File: src/rtl/bsw_pkg.sv
package bsw_pkg;

  typedef enum logic [1:0] {
    BSW_IDLE    = 2'd0,
    BSW_ARMED   = 2'd1,
    BSW_EXPIRED = 2'd2
  } bsw_state_e;

  typedef struct packed {
    logic sys_reset;
    logic cpu_off;
  } bsw_req_t;

endpackage

File: src/rtl/bsw_countdown.sv
module bsw_countdown
  import bsw_pkg::*;
#(
  parameter int TIMEOUT_TICKS = 600
) (
  input  logic       clk,
  input  logic       rst_n,
  input  logic       tick,
  input  logic       arm,
  input  logic       disarm,
  output bsw_state_e state,
  output logic       expire
);
  localparam int CW = $clog2(TIMEOUT_TICKS + 1);
  localparam logic [CW-1:0] LOAD = CW'(TIMEOUT_TICKS);
  localparam logic [CW-1:0] LAST = CW'(1);

  bsw_state_e    state_q;
  logic [CW-1:0] cnt_q;
  logic          start;

  assign start  = arm && !disarm;
  assign expire = (state_q == BSW_ARMED) && tick && (cnt_q == LAST) && !arm && !disarm;
  assign state  = state_q;

  always_ff @(posedge clk or negedge rst_n) begin
    if (!rst_n) begin
      state_q <= BSW_IDLE;
      cnt_q   <= '0;
    end else if (disarm) begin
      state_q <= BSW_IDLE;
      cnt_q   <= '0;
    end else if (start) begin
      state_q <= BSW_ARMED;
      cnt_q   <= LOAD;
    end else if (expire) begin
      state_q <= BSW_EXPIRED;
      cnt_q   <= '0;
    end else if ((state_q == BSW_ARMED) && tick) begin
      cnt_q   <= cnt_q - 1'b1;
    end
  end
endmodule

File: src/rtl/bsw_code_latch.sv
module bsw_code_latch #(
  parameter int CODE_W = 8
) (
  input  logic              clk,
  input  logic              rst_n,
  input  logic              code_wr,
  input  logic [CODE_W-1:0] code_in,
  output logic [CODE_W-1:0] snapshot
);
  logic [CODE_W-1:0] code_q;

  assign snapshot = code_wr ? code_in : code_q;

  always_ff @(posedge clk or negedge rst_n) begin
    if (!rst_n)       code_q <= '0;
    else if (code_wr) code_q <= code_in;
  end
endmodule

File: src/rtl/bsw_request.sv
module bsw_request
  import bsw_pkg::*;
(
  input  logic     clk,
  input  logic     rst_n,
  input  logic     clear,
  input  logic     expire,
  input  logic     act_reset,
  input  logic     cpu_off,
  output bsw_req_t req
);
  bsw_req_t req_q;

  assign req = req_q;

  always_ff @(posedge clk or negedge rst_n) begin
    if (!rst_n) begin
      req_q <= '0;
    end else if (clear) begin
      req_q <= '0;
    end else if (expire) begin
      req_q.sys_reset <= act_reset;
      req_q.cpu_off   <= act_reset && cpu_off;
    end
  end
endmodule

File: src/rtl/bsw_event_slot.sv
module bsw_event_slot #(
  parameter int CODE_W = 8
) (
  input  logic              clk,
  input  logic              rst_n,
  input  logic              load,
  input  logic [CODE_W-1:0] load_code,
  output logic              valid,
  input  logic              ready,
  output logic [CODE_W-1:0] code
);
  logic              valid_q;
  logic [CODE_W-1:0] code_q;
  logic              room;

  assign room  = !valid_q || ready;
  assign valid = valid_q;
  assign code  = code_q;

  always_ff @(posedge clk or negedge rst_n) begin
    if (!rst_n) begin
      valid_q <= 1'b0;
      code_q  <= '0;
    end else if (load && room) begin
      valid_q <= 1'b1;
      code_q  <= load_code;
    end else if (valid_q && ready) begin
      valid_q <= 1'b0;
    end
  end
endmodule

File: src/rtl/bootstage_watchdog.sv
module bootstage_watchdog
  import bsw_pkg::*;
#(
  parameter int TIMEOUT_TICKS = 600,
  parameter int CODE_W        = 8
) (
  input  logic              clk,
  input  logic              rst_n,
  input  logic              tick,
  input  logic              arm,
  input  logic              disarm,
  input  logic              cfg_act_reset,
  input  logic              cfg_cpu_off,
  input  logic              code_wr,
  input  logic [CODE_W-1:0] code_in,
  output logic              evt_valid,
  input  logic              evt_ready,
  output logic [CODE_W-1:0] evt_code,
  output logic              rst_req,
  output logic              cpu_dis_req,
  output logic              prev_disarm_ok
);
  bsw_state_e        state;
  logic              expire;
  logic [CODE_W-1:0] snap;
  bsw_req_t          req;

  bsw_countdown #(.TIMEOUT_TICKS(TIMEOUT_TICKS)) u_count (
    .clk(clk), .rst_n(rst_n), .tick(tick), .arm(arm), .disarm(disarm),
    .state(state), .expire(expire)
  );

  bsw_code_latch #(.CODE_W(CODE_W)) u_code (
    .clk(clk), .rst_n(rst_n), .code_wr(code_wr), .code_in(code_in),
    .snapshot(snap)
  );

  bsw_request u_req (
    .clk(clk), .rst_n(rst_n), .clear(arm || disarm), .expire(expire),
    .act_reset(cfg_act_reset), .cpu_off(cfg_cpu_off), .req(req)
  );

  bsw_event_slot #(.CODE_W(CODE_W)) u_slot (
    .clk(clk), .rst_n(rst_n), .load(expire), .load_code(snap),
    .valid(evt_valid), .ready(evt_ready), .code(evt_code)
  );

  assign rst_req        = req.sys_reset;
  assign cpu_dis_req    = req.cpu_off;
  assign prev_disarm_ok = (state == BSW_ARMED);
endmodule

File: config.mk
export PLATFORM = sky130hd
export DESIGN_NAME = bootstage_watchdog
export DESIGN_NICKNAME = d
export VERILOG_FILES = /design/src/rtl/bsw_pkg.sv /design/src/rtl/bsw_countdown.sv /design/src/rtl/bsw_code_latch.sv /design/src/rtl/bsw_request.sv /design/src/rtl/bsw_event_slot.sv /design/src/rtl/bootstage_watchdog.sv
export SDC_FILE = /design/constraint.sdc
export NUM_CORES = 1
export LEC_CHECK = 0
export ABC_CLOCK_PERIOD_IN_PS = 4250
export BUFFER_PORTS_ARGS = -buffer_cell sky130_fd_sc_hd__clkbuf_2
export CELL_PAD_IN_SITES_DETAIL_PLACEMENT = 0
export CELL_PAD_IN_SITES_GLOBAL_PLACEMENT = 1
export CORE_UTILIZATION = 43
export CTS_BUF_LIST = sky130_fd_sc_hd__clkbuf_8
export CTS_CLUSTER_DIAMETER = 200
export DETAILED_ROUTE_END_ITERATION = 10
export GPL_ROUTABILITY_DRIVEN = 1
export PLACE_DENSITY = 0.81
export SLEW_MARGIN = 20
export SYNTH_ARGS = -nofsm -noshare
export SYNTH_HDL_FRONTEND = slang
export SYNTH_SLANG_ARGS = --single-unit
File: constraint.sdc
create_clock -name clk -period 4.25 [get_ports clk]
set_input_delay 1.275 -clock clk [delete_from_list [all_inputs] [get_ports clk]]
set_output_delay 1.275 -clock clk [all_outputs]
set_load 0.02 [all_outputs]
**Word level (Yosys, flattened, before mapping)**

Cells that the tools add are included.

- Bits in registers: 31
- Bits of input ports: 17
- Output and inout port bits: 12
- Word-level logic and storage cells: 39

- $add $sub $neg: 1
- Eq/ne operators: 2
- Mux-type cells: 12
- Reductions and logical operators: 17

Operators by type and width:

| kind | count |
|---|---|
| two-way mux 10 bit | 4 |
| equality test 10 x 1 -> 1 bit (second input constant) | 1 |
| two-way mux 2 bit | 5 |
| subtractor 10 x 1 -> 10 bit (second input constant) | 1 |
| logical AND 1 bit | 8 |
| two-way mux 8 bit | 1 |
| nonzero test 2 bit | 2 |
| nonzero test 4 bit | 1 |
| logical NOT 1 bit | 3 |
| nonzero test 3 bit | 1 |
| equality test 2 x 1 -> 1 bit (second input constant) | 1 |
| logical OR 1 bit | 2 |
| two-way mux 1 bit | 2 |

**Longest topological paths before layout**

- Depth after elaboration: 8
- Depth in mapped cells: 7
- Mapped depth without buffers: 6

**Hierarchy**

A second synthesis with hierarchy kept.

- Cells, all modules: 119
- Area total of the unflattened synthesis: 1519.0 µm²

Modules (own cells, without submodules):

| module | instances | cells an instance | area an instance (µm²) | sequential area each (µm²) |
|---|---|---|---|---|
| bsw_countdown | 1 | 73 | 713.2 | 300.3 |
| bsw_event_slot | 1 | 20 | 377.9 | 225.2 |
| bsw_code_latch | 1 | 17 | 331.6 | 200.2 |
| bsw_request | 1 | 7 | 83.8 | 50.0 |
| bootstage_watchdog | 1 | 2 | 12.5 | 0.0 |

**Worst setup path before layout**

Ideal clock, no wire load.

- Path kind: in2reg
- From: input port tick
- To: register u_slot.code_q[0], in the netlist u_slot.code[0]
- Library setup time: 125 ps
- Arrival time: 2529 ps
- Required time: 4125 ps
- Slack: 1596 ps
- Cell stages on the path: 6
- Path buffers: 2
- Cells stage by stage: and4bb_2 buf_4 nand3_4 or3b_1 buf_6 mux2_4

- Cells in the longest elaborated chain, start to end: 5

Ends and longest elaborated chain:

| element | line | source |
|---|---|---|
| start: declaration | bootstage_watchdog.sv:9 | `input logic tick,` |
| logical AND 1 bit (4 in a row) | bsw_countdown.sv:23 | `assign expire = (state_q == BSW_ARMED) && tick && (cnt_q == LAST) && !arm && !disarm;` |
| logical AND 1 bit | bsw_event_slot.sv:24 | `end else if (load && room) begin` |
| end signal: assignment | bsw_event_slot.sv:26 | `code_q <= load_code;` |
| end: declaration | bsw_event_slot.sv:13 | `logic [CODE_W-1:0] code_q;` |

No other way between the ends.
A chain may end at the register's enable or synchronous reset.

**Worst setup path after layout**

- From: input port tick
- To: register u_slot.code_q[3], in the netlist u_slot.code[3]

The elaborated chain is that of the path after synthesis.

==> impl_metrics.toml <==
[outcome]
outcome = "finished clean"

[pwr]
ir_drop_uv = 159
cellLeakagePower_nw = 0.810
power_density_nw_per_um2 = 352

[logic_synthesis]
ys_warn_count = 0
syn_area_sq_um = 1450
ys_async_sr_fraction_pct = 100
synth_edf_count = 0
synth.distinct_cells = 35
synth_nets = 138
syn_area_per_cell_sq_um = 12.2
postSynthCellCount = 119
seq_area_frac_synth_pct = 53.4
synth_flop_cell = "dfrtp_1"
ys_ff_latch = 31

[clock_network]
insertion_delay_ns = 0.28
numClockSinks = 31
cts_tree = "done"
post_cts_buffers = 0
holdBufCountCts = 0
cts_buffers = 5
clkTransAtPathRegs_ns = 0.06
clk_path_buf_depth = 2
cts_root_buf = "clkbuf_8"
cts_htree_levels = 2
cts_resized = 0

[flow_run]
maxCapViolCount = 0

[timing]
fmax_ghz = 0.370
finalHoldViolations = 0
setup_viol = 0
slew_viol_final = 0
setup_ws_ns = 1.55
rsz0062_at_grt = "false"
finalCriticalPeriod_ns = 2.70
relSlewSlack_pct = 50.9
fin_skew_ns = 0.00353
fin_crit_sh_pct = 63.5
worst_pin_slew_ns = 0.737
fin_setup_tns_ns = 0
whs_ns = 0.500

[global_route]
track_usage_pct = 16.5
grt_max_degree = 32
antenna_found_initial = 0
grt_pass1_vias = 923
grt_pass1_wl_um = 4220
grt-ovfl-total = 0

[final_layout]
area_growth_syn_to_layout_pct = 17.4
drive_above_1_share_pct = 38.9
final_cell_mix = "dfrtp_1, clkbuf_2, a21oi_1"
finalNonFillerCells = 193
fill_cells = 281
layout_commonest_cell = "dfrtp_1"
final_nets = 168
n_antenna_cell = 0

[place]
dp.cells = 186
io_buffers = 28
hpwlAfterDp_um = 1880
place_congestion = 0.824
dpl_worst_slack_ns = 1.26

[detailed_routing]
final_antenna_net_count = 0
drt_iter0_drc = 22
drc = 0
via_per_inst = 5.10
post_drt_wl_per_cell_um = 12.6
dr.pass1.iters = 4
num_vias = 985
wirelength_um = 2430

[die]
chipHeight_um = 60.1
initial_utilization_pct = 46.5
die_area_sq_um = 3620
fp.dieW_um = 60.1
core_area_sq_um = 3130
io-pin-count = 29
rows = 20

[critical_path]
required_ns = 4.41
crit_type = "input port to flip-flop"
end_kind = "flip-flop"
r2r_cells = 6
ff2ff_setup_slack_ns = 1.99
worstSetupStartpoint = "tick"
arrival_ns = 2.86
r2r_end = "u_slot.code[3]$_DFFE_PN0P_"
cp_max_fo = 10
crit_path_start_kind = "input port"
rr_startpoint = "u_count.cnt_q[1]$_DFFE_PN0P_"

[worst_hold_path]
whs_endpoint = "u_code.code_q[4]$_DFF_PN0_"
hold_start = "u_code.code_q[4]$_DFF_PN0_"
hp-class = "flip-flop to flip-flop"
holdPathStages = 1
## cell type report
type                            count  area, sq um  share of cell area [%]
Clock inverter                      1         5.00                   0.293
Inverter                            3         11.3                   0.660
Tap cell                           44         55.1                    3.23
Sequential cell                    31          776                    45.5
Timing Repair Buffer               28          140                    8.21
Multi-Input combinational cell     80          637                    37.3
Clock buffer                        6         82.6                    4.84
## cells by family (layout without fill, tap and decap cells)
kind of cell	Yosys count	in the layout	synth area share (%)
buffers and inverters	8	38	2.84
xor gates and xnor gates	3	3	1.81
adders and majority gates	2	2	1.72
and+or+nand+nor	42	42	19.0
AOI/OAI and AO/OA	17	17	6.80
DFF	31	31	53.4
muxes	16	16	14.5
## registers in the layout (all words and copies together) (netlist names)
register       cells
u_count.state      2
u_code.code_q      8
u_req.req          2
u_slot.code        8
u_slot.valid       1
u_count.cnt_q     10
## power breakdown
part | leakage (nW) | switching [mW] | internal, mW | total (mW)
Combinational | 0.357 | 0.0315 | 0.0271 | 0.0586
Sequential | 0.407 | 0.00919 | 0.309 | 0.318
Clock | 0.0470 | 0.0969 | 0.127 | 0.224
## metal layers
| layer | track usage (%) | up-vias | part of all wire [%] |
|---|---|---|---|
| met1 | 20.0 | 470 | 45 |
| li1 | - | 481 | - |
| met3 | 5.84 | 6 | 5.6 |
| met2 | 25.3 | 28 | 47 |
| met4 | 8.97 | 0 | 2.1 |
| met5 | 0 | - | 0 |
## worst max path at each step
stage,end,slack (ns),cells after the start
2_1_floorplan,u_slot.code[0]$_DFFE_PN0P_,1.60,6
3_3_place_gp,u_slot.code[2]$_DFFE_PN0P_,1.29,5
3_5_place_dp,u_slot.code[3]$_DFFE_PN0P_,1.26,5
4_1_cts,u_slot.code[3]$_DFFE_PN0P_,1.56,5
5_1_grt,u_slot.code[3]$_DFFE_PN0P_,1.48,5
6_report,u_slot.code[3]$_DFFE_PN0P_,1.55,5
## worst max-delay path, stage by stage
cell      delay, ns
clkbuf_2       0.10
and4bb_2       0.35
nand3_4        0.15
or3b_1         0.61
mux2_4         0.37
## cells in the mapped netlist (all sizes together), types with 2 or more instances
library cell  number  area, sq um
mux2              16          210
clkbuf             3         11.3
or3                3         20.0
a21oi             11         55.1
nor4               2         27.5
nand4              2         12.5
nor3               5         25.0
nand3              6         42.5
dfrtp             31          776
o31ai              2         15.0
ha                 2         25.0
inv                3         11.3
nor2               7         26.3
xor2               3         26.3
nand2              7         26.3
buf                2         18.8
## stage by stage
stage	power (mW)	cell area (sq um)	util, %
after global routing	0.635	1710	54.6
after floorplan	0.360	1450	-
final	0.600	1710	54.6
after CTS	0.613	1710	54.6
after detailed placement	0.383	1620	51.8
after global placement	0.381	1620	51.8
No activity file was read; power rests on OpenSTA's default activity.
